## src/rtl/sag_pkg.sv

```systemverilog
package sag_pkg;

    typedef enum logic [2:0] {
        MODE_OPEN     = 3'd0,
        MODE_MEASURE  = 3'd1,
        MODE_VERIFIED = 3'd2,
        MODE_PRIVATE  = 3'd3,
        MODE_PAUSED   = 3'd4
    } sec_mode_e;

    typedef enum logic [1:0] {
        OP_NONE    = 2'd0,
        OP_ENTER   = 2'd1,
        OP_SUSPEND = 2'd2,
        OP_RESUME  = 2'd3
    } cmd_op_e;

    typedef enum logic [2:0] {
        RGN_RO_CHK  = 3'd0,
        RGN_RO_SEAL = 3'd1,
        RGN_RW_CHK  = 3'd2,
        RGN_RW_SEAL = 3'd3,
        RGN_PLAIN   = 3'd4
    } rgn_kind_e;

    localparam int NUM_PROT = 4;

    function automatic logic kind_is_static(rgn_kind_e k);
        return (k == RGN_RO_CHK) || (k == RGN_RO_SEAL);
    endfunction

    function automatic logic kind_is_sealed(rgn_kind_e k);
        return (k == RGN_RO_SEAL) || (k == RGN_RW_SEAL);
    endfunction

    function automatic logic kind_is_protected(rgn_kind_e k);
        return k != RGN_PLAIN;
    endfunction

endpackage

```

## src/rtl/sag_mode_fsm.sv

```systemverilog
module sag_mode_fsm
    import sag_pkg::*;
#(
    parameter int PCW = 16
) (
    input  logic           clk,
    input  logic           rst_n,
    input  logic           cmd_valid,
    input  logic [1:0]     cmd_op,
    input  logic           cmd_priv,
    input  logic [PCW-1:0] cmd_pc,
    input  logic           hash_done,
    output sec_mode_e      mode,
    output logic           hash_req,
    output logic           cmd_fault
);

    sec_mode_e      state_q, state_d;
    logic           want_priv_q, want_priv_d;
    logic           saved_priv_q, saved_priv_d;
    logic [PCW-1:0] resume_pc_q, resume_pc_d;
    logic           fault_q, fault_d;
    cmd_op_e        op;
    logic           any_cmd;

    assign op      = cmd_op_e'(cmd_op);
    assign any_cmd = cmd_valid && (op != OP_NONE);

    // state register
    always_ff @(posedge clk or negedge rst_n) begin
        if (!rst_n) begin
            state_q      <= MODE_OPEN;
            want_priv_q  <= 1'b0;
            saved_priv_q <= 1'b0;
            resume_pc_q  <= '0;
            fault_q      <= 1'b0;
        end else begin
            state_q      <= state_d;
            want_priv_q  <= want_priv_d;
            saved_priv_q <= saved_priv_d;
            resume_pc_q  <= resume_pc_d;
            fault_q      <= fault_d;
        end
    end

    // next state
    always_comb begin
        state_d      = state_q;
        want_priv_d  = want_priv_q;
        saved_priv_d = saved_priv_q;
        resume_pc_d  = resume_pc_q;
        fault_d      = 1'b0;
        unique case (state_q)
            MODE_OPEN: begin
                if (any_cmd) begin
                    if (op == OP_ENTER) begin
                        state_d     = MODE_MEASURE;
                        want_priv_d = cmd_priv;
                    end else begin
                        fault_d = 1'b1;
                    end
                end
            end
            MODE_MEASURE: begin
                if (hash_done) begin
                    state_d = want_priv_q ? MODE_PRIVATE : MODE_VERIFIED;
                end
                if (any_cmd) begin
                    fault_d = 1'b1;
                end
            end
            MODE_VERIFIED, MODE_PRIVATE: begin
                if (any_cmd) begin
                    if (op == OP_SUSPEND) begin
                        state_d      = MODE_PAUSED;
                        resume_pc_d  = cmd_pc;
                        saved_priv_d = (state_q == MODE_PRIVATE);
                    end else begin
                        fault_d = 1'b1;
                    end
                end
            end
            MODE_PAUSED: begin
                if (any_cmd) begin
                    if ((op == OP_RESUME) && (cmd_pc == resume_pc_q)) begin
                        state_d = saved_priv_q ? MODE_PRIVATE : MODE_VERIFIED;
                    end else begin
                        fault_d = 1'b1;
                    end
                end
            end
            default: begin
                state_d = MODE_OPEN;
            end
        endcase
    end

    // outputs
    always_comb begin
        mode      = state_q;
        hash_req  = (state_q == MODE_MEASURE);
        cmd_fault = fault_q;
    end

endmodule

```

## src/rtl/sag_region_decode.sv

```systemverilog
module sag_region_decode
    import sag_pkg::*;
#(
    parameter int AW = 16
) (
    input  logic [AW-1:0]          addr,
    input  logic [NUM_PROT*AW-1:0] base_flat,
    input  logic [NUM_PROT*AW-1:0] limit_flat,
    output rgn_kind_e              kind
);

    logic [NUM_PROT-1:0] hit;

    for (genvar i = 0; i < NUM_PROT; i++) begin : g_cmp
        logic [AW-1:0] lo;
        logic [AW-1:0] hi;
        assign lo     = base_flat[i*AW +: AW];
        assign hi     = limit_flat[i*AW +: AW];
        assign hit[i] = (addr >= lo) && (addr <= hi);
    end

    // lowest index has priority
    always_comb begin
        kind = RGN_PLAIN;
        for (int i = NUM_PROT - 1; i >= 0; i--) begin
            if (hit[i]) begin
                kind = rgn_kind_e'(3'(i));
            end
        end
    end

endmodule

```

## src/rtl/sag_access_check.sv

```systemverilog
module sag_access_check
    import sag_pkg::*;
(
    input  logic       clk,
    input  logic       rst_n,
    input  logic       acc_valid,
    input  logic       acc_write,
    input  rgn_kind_e  kind,
    input  sec_mode_e  mode,
    output logic       rsp_valid,
    output logic       rsp_fault,
    output logic       rsp_verify,
    output logic       rsp_encrypt,
    output rgn_kind_e  rsp_region
);

    logic deny_static;
    logic deny_untrusted;
    logic deny_private;
    logic deny;

    always_comb begin
        deny_static    = acc_write && kind_is_static(kind);
        deny_untrusted = kind_is_protected(kind) &&
                         ((mode == MODE_OPEN) || (mode == MODE_MEASURE) ||
                          (mode == MODE_PAUSED));
        deny_private   = kind_is_sealed(kind) && (mode == MODE_VERIFIED);
        deny           = deny_static || deny_untrusted || deny_private;
    end

    always_ff @(posedge clk or negedge rst_n) begin
        if (!rst_n) begin
            rsp_valid   <= 1'b0;
            rsp_fault   <= 1'b0;
            rsp_verify  <= 1'b0;
            rsp_encrypt <= 1'b0;
            rsp_region  <= RGN_PLAIN;
        end else begin
            rsp_valid <= acc_valid;
            if (acc_valid) begin
                rsp_fault   <= deny;
                rsp_verify  <= !deny && kind_is_protected(kind);
                rsp_encrypt <= !deny && kind_is_sealed(kind);
                rsp_region  <= kind;
            end else begin
                rsp_fault   <= 1'b0;
                rsp_verify  <= 1'b0;
                rsp_encrypt <= 1'b0;
            end
        end
    end

endmodule

```

## src/rtl/secure_access_guard.sv

```systemverilog
module secure_access_guard
    import sag_pkg::*;
#(
    parameter int AW  = 16,
    parameter int PCW = 16
) (
    input  logic                   clk,
    input  logic                   rst_n,
    input  logic                   cmd_valid,
    input  logic [1:0]             cmd_op,
    input  logic                   cmd_priv,
    input  logic [PCW-1:0]         cmd_pc,
    input  logic                   hash_done,
    output logic                   hash_req,
    output logic [2:0]             sec_mode,
    output logic                   cmd_fault,
    input  logic [NUM_PROT*AW-1:0] rgn_base,
    input  logic [NUM_PROT*AW-1:0] rgn_limit,
    input  logic                   acc_valid,
    input  logic                   acc_write,
    input  logic [AW-1:0]          acc_addr,
    output logic                   rsp_valid,
    output logic                   rsp_fault,
    output logic                   rsp_verify,
    output logic                   rsp_encrypt,
    output logic [2:0]             rsp_region
);

    sec_mode_e mode;
    rgn_kind_e kind;
    rgn_kind_e rsp_kind;

    sag_mode_fsm #(.PCW(PCW)) i_fsm (
        .clk       (clk),
        .rst_n     (rst_n),
        .cmd_valid (cmd_valid),
        .cmd_op    (cmd_op),
        .cmd_priv  (cmd_priv),
        .cmd_pc    (cmd_pc),
        .hash_done (hash_done),
        .mode      (mode),
        .hash_req  (hash_req),
        .cmd_fault (cmd_fault)
    );

    sag_region_decode #(.AW(AW)) i_dec (
        .addr       (acc_addr),
        .base_flat  (rgn_base),
        .limit_flat (rgn_limit),
        .kind       (kind)
    );

    sag_access_check i_chk (
        .clk         (clk),
        .rst_n       (rst_n),
        .acc_valid   (acc_valid),
        .acc_write   (acc_write),
        .kind        (kind),
        .mode        (mode),
        .rsp_valid   (rsp_valid),
        .rsp_fault   (rsp_fault),
        .rsp_verify  (rsp_verify),
        .rsp_encrypt (rsp_encrypt),
        .rsp_region  (rsp_kind)
    );

    assign sec_mode   = mode;
    assign rsp_region = rsp_kind;

endmodule

```

## config.mk

```make
export PLATFORM = sky130hd
export DESIGN_NAME = secure_access_guard
export DESIGN_NICKNAME = d
export VERILOG_FILES = /design/src/rtl/sag_pkg.sv /design/src/rtl/sag_mode_fsm.sv /design/src/rtl/sag_region_decode.sv /design/src/rtl/sag_access_check.sv /design/src/rtl/secure_access_guard.sv
export SDC_FILE = /design/constraint.sdc
export NUM_CORES = 1
export LEC_CHECK = 0
export BUFFER_PORTS_ARGS = -buffer_cell sky130_fd_sc_hd__buf_2
export CAP_MARGIN = 15
export CORE_MARGIN = 4
export CORE_UTILIZATION = 50
export CTS_BUF_LIST = sky130_fd_sc_hd__clkbuf_16
export CTS_CLUSTER_SIZE = 16
export DETAILED_ROUTE_END_ITERATION = 10
export PLACE_DENSITY = 0.81
export SYNTH_ARGS = -nofsm -noshare
export SYNTH_HDL_FRONTEND = slang
export SYNTH_HIERARCHICAL = 1
export SYNTH_SLANG_ARGS = --single-unit
export TNS_END_PERCENT = 10
```

## constraint.sdc

```tcl
create_clock -name clk -period 4 [get_ports clk]
set_input_delay 0.6 -clock clk [delete_from_list [all_inputs] [get_ports clk]]
set_output_delay 0.6 -clock clk [all_outputs]
set_load 0.005 [all_outputs]
```

# Word level (Yosys, flattened, before mapping)
# Index checks and enable logic that the tools add are counted.
dict set report totals {
  inputBits 169
  register_bits 29
}
dict set report op_classes {
  eq_ne 18
  magnitude_cmp 8
  reduce_logical 25
  mux 25
}
# op n
set op_table {}
lappend op_table {{$ge 16x16->1} 4}
lappend op_table {{$le 16x16->1} 4}
lappend op_table {{$mux 3} 11}
lappend op_table {{$eq 16x16->1} 1}
lappend op_table {{$mux 1} 12}
lappend op_table {{$pmux 3 s4} 1}
lappend op_table {{$logic_and 1x1->1} 11}
lappend op_table {{$ne 2x2->1 const B} 5}
lappend op_table {{$eq 3x2->1 const B} 3}
lappend op_table {{$reduce_and 7->1} 1}
lappend op_table {{$eq 3x1->1 const B} 2}
lappend op_table {{$logic_not 3->1} 2}
lappend op_table {{$logic_or 1x1->1} 6}
lappend op_table {{$reduce_and 3->1} 2}
lappend op_table {{$eq 2x2->1 const B} 2}
lappend op_table {{$ne 2x1->1 const B} 2}
lappend op_table {{$pmux 1 s4} 1}
lappend op_table {{$eq 3x3->1 const B} 1}
lappend op_table {{$ne 3x3->1 const B} 1}
lappend op_table {{$eq 2x1->1 const B} 1}
lappend op_table {{$reduce_bool 2->1} 1}
lappend op_table {{$reduce_or 2->1} 1}
lappend op_table {{$logic_not 1->1} 1}

# Logic depth before layout (Yosys ltp)
dict set report logic_depth {
  ltp_word 14
  mapped_depth 12
  mapped_depth_nobuf 12
}

# Hierarchy
# Netlist, hierarchy kept.
# mod n_inst area_each_um2 cells_each
set by_module_without_submodules {}
lappend by_module_without_submodules {sag_region_decode 1 3138.0 443}
lappend by_module_without_submodules {sag_mode_fsm 1 1144.8 92}
lappend by_module_without_submodules {sag_access_check 1 332.8 30}

# Least setup slack after synthesis
# OpenSTA, ideal clock, no wires.
dict set report synth_path {
  path_kind {input -> register}
  startpoint {in rgn_limit[21]}
  endpoint {reg i_chk.rsp_verify}
  stages 11
  setup_ns 0.123
  arrival_ns 2.743
  t_required_ns 3.877
  slack_ns 1.134
  cell_sequence {inv_1 > ha_1 > a21o_1 > a21o_1 > a211o_1 > a211o_1 > a21o_1 > and3b_1 > o21a_1 > nand2b_1 > o221a_1}
}
dict set report synth_between {
  elab_chain_len 12
}
# item line
set synth_lines {}
lappend synth_lines {{from (decl)} secure_access_guard.sv:18} ;# input logic [NUM_PROT*AW-1:0] rgn_limit,
lappend synth_lines {{$le 16x16->1 (*)} sag_region_decode.sv:19} ;# assign hit[i] = (addr >= lo) && (addr <= hi);
lappend synth_lines {{$logic_and 1x1->1 (*)} sag_region_decode.sv:19}
lappend synth_lines {{$mux 3 (*) (2 in series)} sag_region_decode.sv:26} ;# if (hit[i]) begin
lappend synth_lines {{named net kind[2]} secure_access_guard.sv:30} ;# rgn_kind_e kind;
lappend synth_lines {{$eq 3x1->1 / $logic_not 3->1 (equally long branches)} {sag_pkg.sv:29, sag_pkg.sv:33}}
lappend synth_lines {{$logic_or 1x1->1} sag_pkg.sv:29} ;# return (k == RGN_RO_CHK) || (k == RGN_RO_SEAL);
lappend synth_lines {{$logic_and 1x1->1} sag_access_check.sv:23} ;# deny_static = acc_write && kind_is_static(kind);
lappend synth_lines {{$logic_or 1x1->1 (2 in series)} sag_access_check.sv:28} ;# deny = deny_static || deny_untrusted || deny_private;
lappend synth_lines {{$logic_not 1->1} sag_access_check.sv:42} ;# rsp_verify <= !deny && kind_is_protected(kind);
lappend synth_lines {{$logic_and 1x1->1 (*)} sag_access_check.sv:42}
lappend synth_lines {{$mux 1 (*)} sag_access_check.sv:40} ;# if (acc_valid) begin
lappend synth_lines {{to (signal assigned)} sag_access_check.sv:42}
lappend synth_lines {{to (decl)} sag_access_check.sv:12} ;# output logic rsp_verify,
# The timed path passes the listed nets; every way through them passes the cells marked *.
# A chain may end at the register's enable or synchronous reset.

# Final worst setup path
dict set report layout_path {
  startpoint {in acc_addr[0]}
  endpoint {reg i_chk.rsp_verify}
}
dict set report layout_between {
  elab_chain_len 14
}
# item line
set layout_lines {}
lappend layout_lines {{from (decl)} secure_access_guard.sv:21} ;# input logic [AW-1:0] acc_addr,
lappend layout_lines {{$ge 16x16->1 / $le 16x16->1 (equally long branches)} sag_region_decode.sv:19}
lappend layout_lines {{$logic_and 1x1->1} sag_region_decode.sv:19}
lappend layout_lines {{$mux 3 (3 in series)} sag_region_decode.sv:26}
lappend layout_lines {{$mux 3 (*)} sag_region_decode.sv:26}
lappend layout_lines {{named net kind[2]} secure_access_guard.sv:30}
lappend layout_lines {{$eq 3x1->1 / $logic_not 3->1 (equally long branches)} {sag_pkg.sv:29, sag_pkg.sv:33}}
lappend layout_lines {{$logic_or 1x1->1} sag_pkg.sv:29}
lappend layout_lines {{$logic_and 1x1->1} sag_access_check.sv:23}
lappend layout_lines {{$logic_or 1x1->1 (2 in series)} sag_access_check.sv:28}
lappend layout_lines {{$logic_not 1->1} sag_access_check.sv:42}
lappend layout_lines {{$logic_and 1x1->1 (*)} sag_access_check.sv:42}
lappend layout_lines {{$mux 1 (*)} sag_access_check.sv:40}
# Marked as above.

==> key figures <==
Status
  • Status: complete, no violations

Floorplanning
  • Core footprint: ~8800 µm²
  • Width of the chip: between 100 and 150 µm
  • Die height: approximately 100 µm
  • Row cnt: 34
  • Die Area: 10800 µm²
  • # IOs: 181
  • Initial Util: 0.522

Routing
  • DRC viols: 0
  • First drt pass iteration count: 4
  • WL final: about 13 mm
  • DR top layer: met4
  • Post-route ant nets: 0
  • Met1 wire length: between 5 and 6 mm
  • Met2 WL: around 6.7 mm
  • Vias: 4607
  • DRC violation total after the first TritonRoute iteration: ~140
  • Vias per inst: between 5 and 6
  • Met3 wire len: between 1 and 1.5 mm
  • Routed len/inst: roughly 15 µm

Power and ir drop
  • Sequential Power Share: 0.319
  • Leak: 3.45 nW
  • Pwr/cell area: 291 nW/µm²
  • Internal power: roughly 1.1 mW
  • Sw frac: 0.365
  • Logic pwr share: 0.480
  • Sw power: just over 600 µW
  • VDD IR max: about 0.00022 V
  • Clock power share: 0.201

STA
  • Final hold slack: between 0.3 and 0.4 ns
  • Slew @ Worst Pin: roughly 0.64 ns
  • Highest Clock Rate: ~330 MHz
  • RSZ-0062 raised after global routing: no
  • Setup_tns: 0 ns
  • Worst rel slew slack: 0.574
  • Period utilization: 0.766
  • Minimum clock period: between 3 and 4 ns
  • Fin. Hold Viols: 0
  • Final setup skew: approximately 0.0015 ns
  • Setup-failing EPs final: 0
  • Pins over their slew limit: 0

Worst setup path
  • Max stage delay on crit path: between 0.3 and 0.4 ns
  • Critical path endpoint category: flip-flop
  • Slowest CP cell: o31ai_1
  • WP data required: ~4.2 ns
  • Kind of critical path: in2reg
  • Startpoint types: primary input
  • CP Buf/Inv Count: 2
  • Largest delay share family, worst path: compound AO/OA/AOI/OAI gates
  • Worst-path cell chain: buf_2 -> inv_1 -> ha_1 -> nor2_1 -> a21oi_1 -> o31ai_1 -> a2111oi_0 -> o32ai_1 -> nand2_1 -> and3b_1 -> o21a_1 -> nand2b_1 -> o221a_1
  • Arr. time, crit path: around 3.3 ns
  • Largest fanout on the critical path: 8

Synth
  • Synthesis-stage register bit count: 29
  • Post-Synthesis Net Count: 862
  • Register area share after synthesis: 0.157
  • Main synth FF type: dfrtp_1
  • Cells after Synth: between 500 and 600
  • Post-synth EDFFs: 0
  • Mapped cell area: between 4000 and 5000 µm²
  • Synth top area share: 0.347
  • Number of synthesis warnings: 6
  • Distinct cells, synth: 50
  • Synth top cells by count: inv_1, ha_1, a21oi_1, nand2_1, dfrtp_1
  • Count leader, synth: inv_1
  • Synthesized area per cell: a little over 8 µm²
  • Cell taking the most area after synthesis: ha_1
  • Ys async rst share: 1.00
  • Synth top area cells: ha_1, dfrtp_1, inv_1

GRT
  • Overall Global Routing Usage: 0.238
  • Vias in the first global route: between 4000 and 5000
  • Largest net degree at the start of global routing: 30
  • First-pass GRT wire length: approximately 21 mm
  • Initial antenna violation count: 0
  • Grt ovf: 0

Clocking
  • Post-CTS Hold Buffers: 0
  • Post-CTS resize count: 0
  • Clock Tree Root: clkbuf_16
  • CTS tree: done
  • H-tree levels: 2
  • Post-CTS Setup Inserts: 0
  • Worst-path clk slew: approximately 0.050 ns
  • CTS sink count: 29
  • Clock buffer depth: 2
  • Clock Latency Late Sink: 0.27 ns
  • Number of buffers created by CTS: 5

Hold path
  • Hold Path Class: in2async

Placed design
  • Placer Congestion: roughly 0.9
  • Final HPWL DP: 11.5 mm
  • Port bufs: 180

Layout
  • Filler instances: just under 800
  • Multi-input logic area: 3380 µm²
  • Register area: approximately 730 µm²
  • Layout cells sized above 1: 0.288
  • N_diodes: 0
  • P&R area growth vs syn: 25.0%
  • Final Net Count: approximately 1000

Job
  • Max-cap viol count: 0
## sequential cells by signal, summed over array words and instances (netlist names)
name and cells:
i_chk/rsp_encrypt 1, i_chk/rsp_fault 1, i_chk/rsp_region 3, i_chk/rsp_valid 1, i_chk/rsp_verify 1, i_fsm/cmd_fault 1, i_fsm/mode 3, i_fsm/resume_pc_q 16
i_fsm/saved_priv_q 1, i_fsm/want_priv_q 1
## cell usage in the layout, fill, tap and decap left out, drive strengths merged, types with 2 or more instances in the layout
cell type  instances
nand4             21
a21o              14
dfrtp             28
nor3b              2
inv              129
and4               2
a211o              2
o31ai              2
o41ai              2
nor3               6
buf              181
o221a              3
nand3b             2
mux2              21
nand2             34
xor2               3
nor2b              8
o21a               5
clkbuf             5
a2111oi            2
o211ai             6
o21ai             18
xnor2             13
a221oi             2
ha               128
a21oi             43
nor4               4
nand2b             6
clkinv             3
nand3              7
o32ai              2
a211oi             8
nor2              25
## per-stage QoR
| stage | total power, mW | util | setup WS, ns | area [µm²] | std cells |
|---|---|---|---|---|---|
| floorplan | 1.05 | - | 1.13 | 4620 | 565 |
| global placement | 1.29 | 0.637 | 0.792 | 5630 | 851 |
| detailed placement | 1.34 | 0.637 | 0.743 | 5630 | 851 |
| CTS | 1.69 | 0.652 | 0.971 | 5770 | 859 |
| global route | 1.82 | 0.652 | 0.582 | 5770 | 859 |
| finish | 1.68 | 0.652 | 0.936 | 5770 | 859 |
## worst paths after layout
check | start | end | slack (ns) | cells past startpoint
worst max-delay path | acc_addr[0] | i_chk/rsp_verify | 0.94 | 13
worst min-delay path | rst_n | i_fsm/resume_pc_q[2] | 0.35 | 1
worst max register to register | i_fsm/mode[2] | i_fsm/mode[1] | 2.26 | 5
worst min register to register | i_chk/rsp_region[0] | i_chk/rsp_region[0] | 0.51 | 1
max in group asynchronous | rst_n | i_chk/rsp_verify | 3.23 | 1
min in group clk | i_chk/rsp_region[0] | i_chk/rsp_region[0] | 0.51 | 1
## metal layers
layer  global-route usage  vias up
met1                0.277     2088
met2                0.433      155
met3               0.0571       23
met4               0.0665        0
li1                     -     2341
met5                    0        -
## power groups by stage
| stage | logic, mW | registers (mW) | clock network [mW] |
|---|---|---|---|
| 2_1_floorplan | 0.542 | 0.508 | 0 |
| 3_3_place_gp | 0.764 | 0.526 | 0 |
| 3_5_place_dp | 0.801 | 0.537 | 0 |
| 4_1_cts | 0.811 | 0.535 | 0.349 |
| 5_1_grt | 0.909 | 0.551 | 0.361 |
| 6_report | 0.805 | 0.535 | 0.338 |
## cells by family after synthesis
logic type	Yosys count	synth area share
AND/OR/NAND/NOR	122	0.136
buffers and inverters	132	0.111
XOR/XNOR	16	0.0304
flip-flops	29	0.157
AO/OA/AOI/OAI	116	0.164
adder cells (fa/ha/maj)	128	0.347
multiplexers	22	0.0534
## layout make-up
cell class              instances  share of cell area
inverters                     129              0.0839
repair buffers                181               0.157
clock inverters                 3             0.00217
multi-input cells             404               0.586
clock buffers                   5              0.0217
flip-flops and latches         29               0.126
well taps                     108              0.0234
No activity file was read; power rests on OpenSTA's default activity.
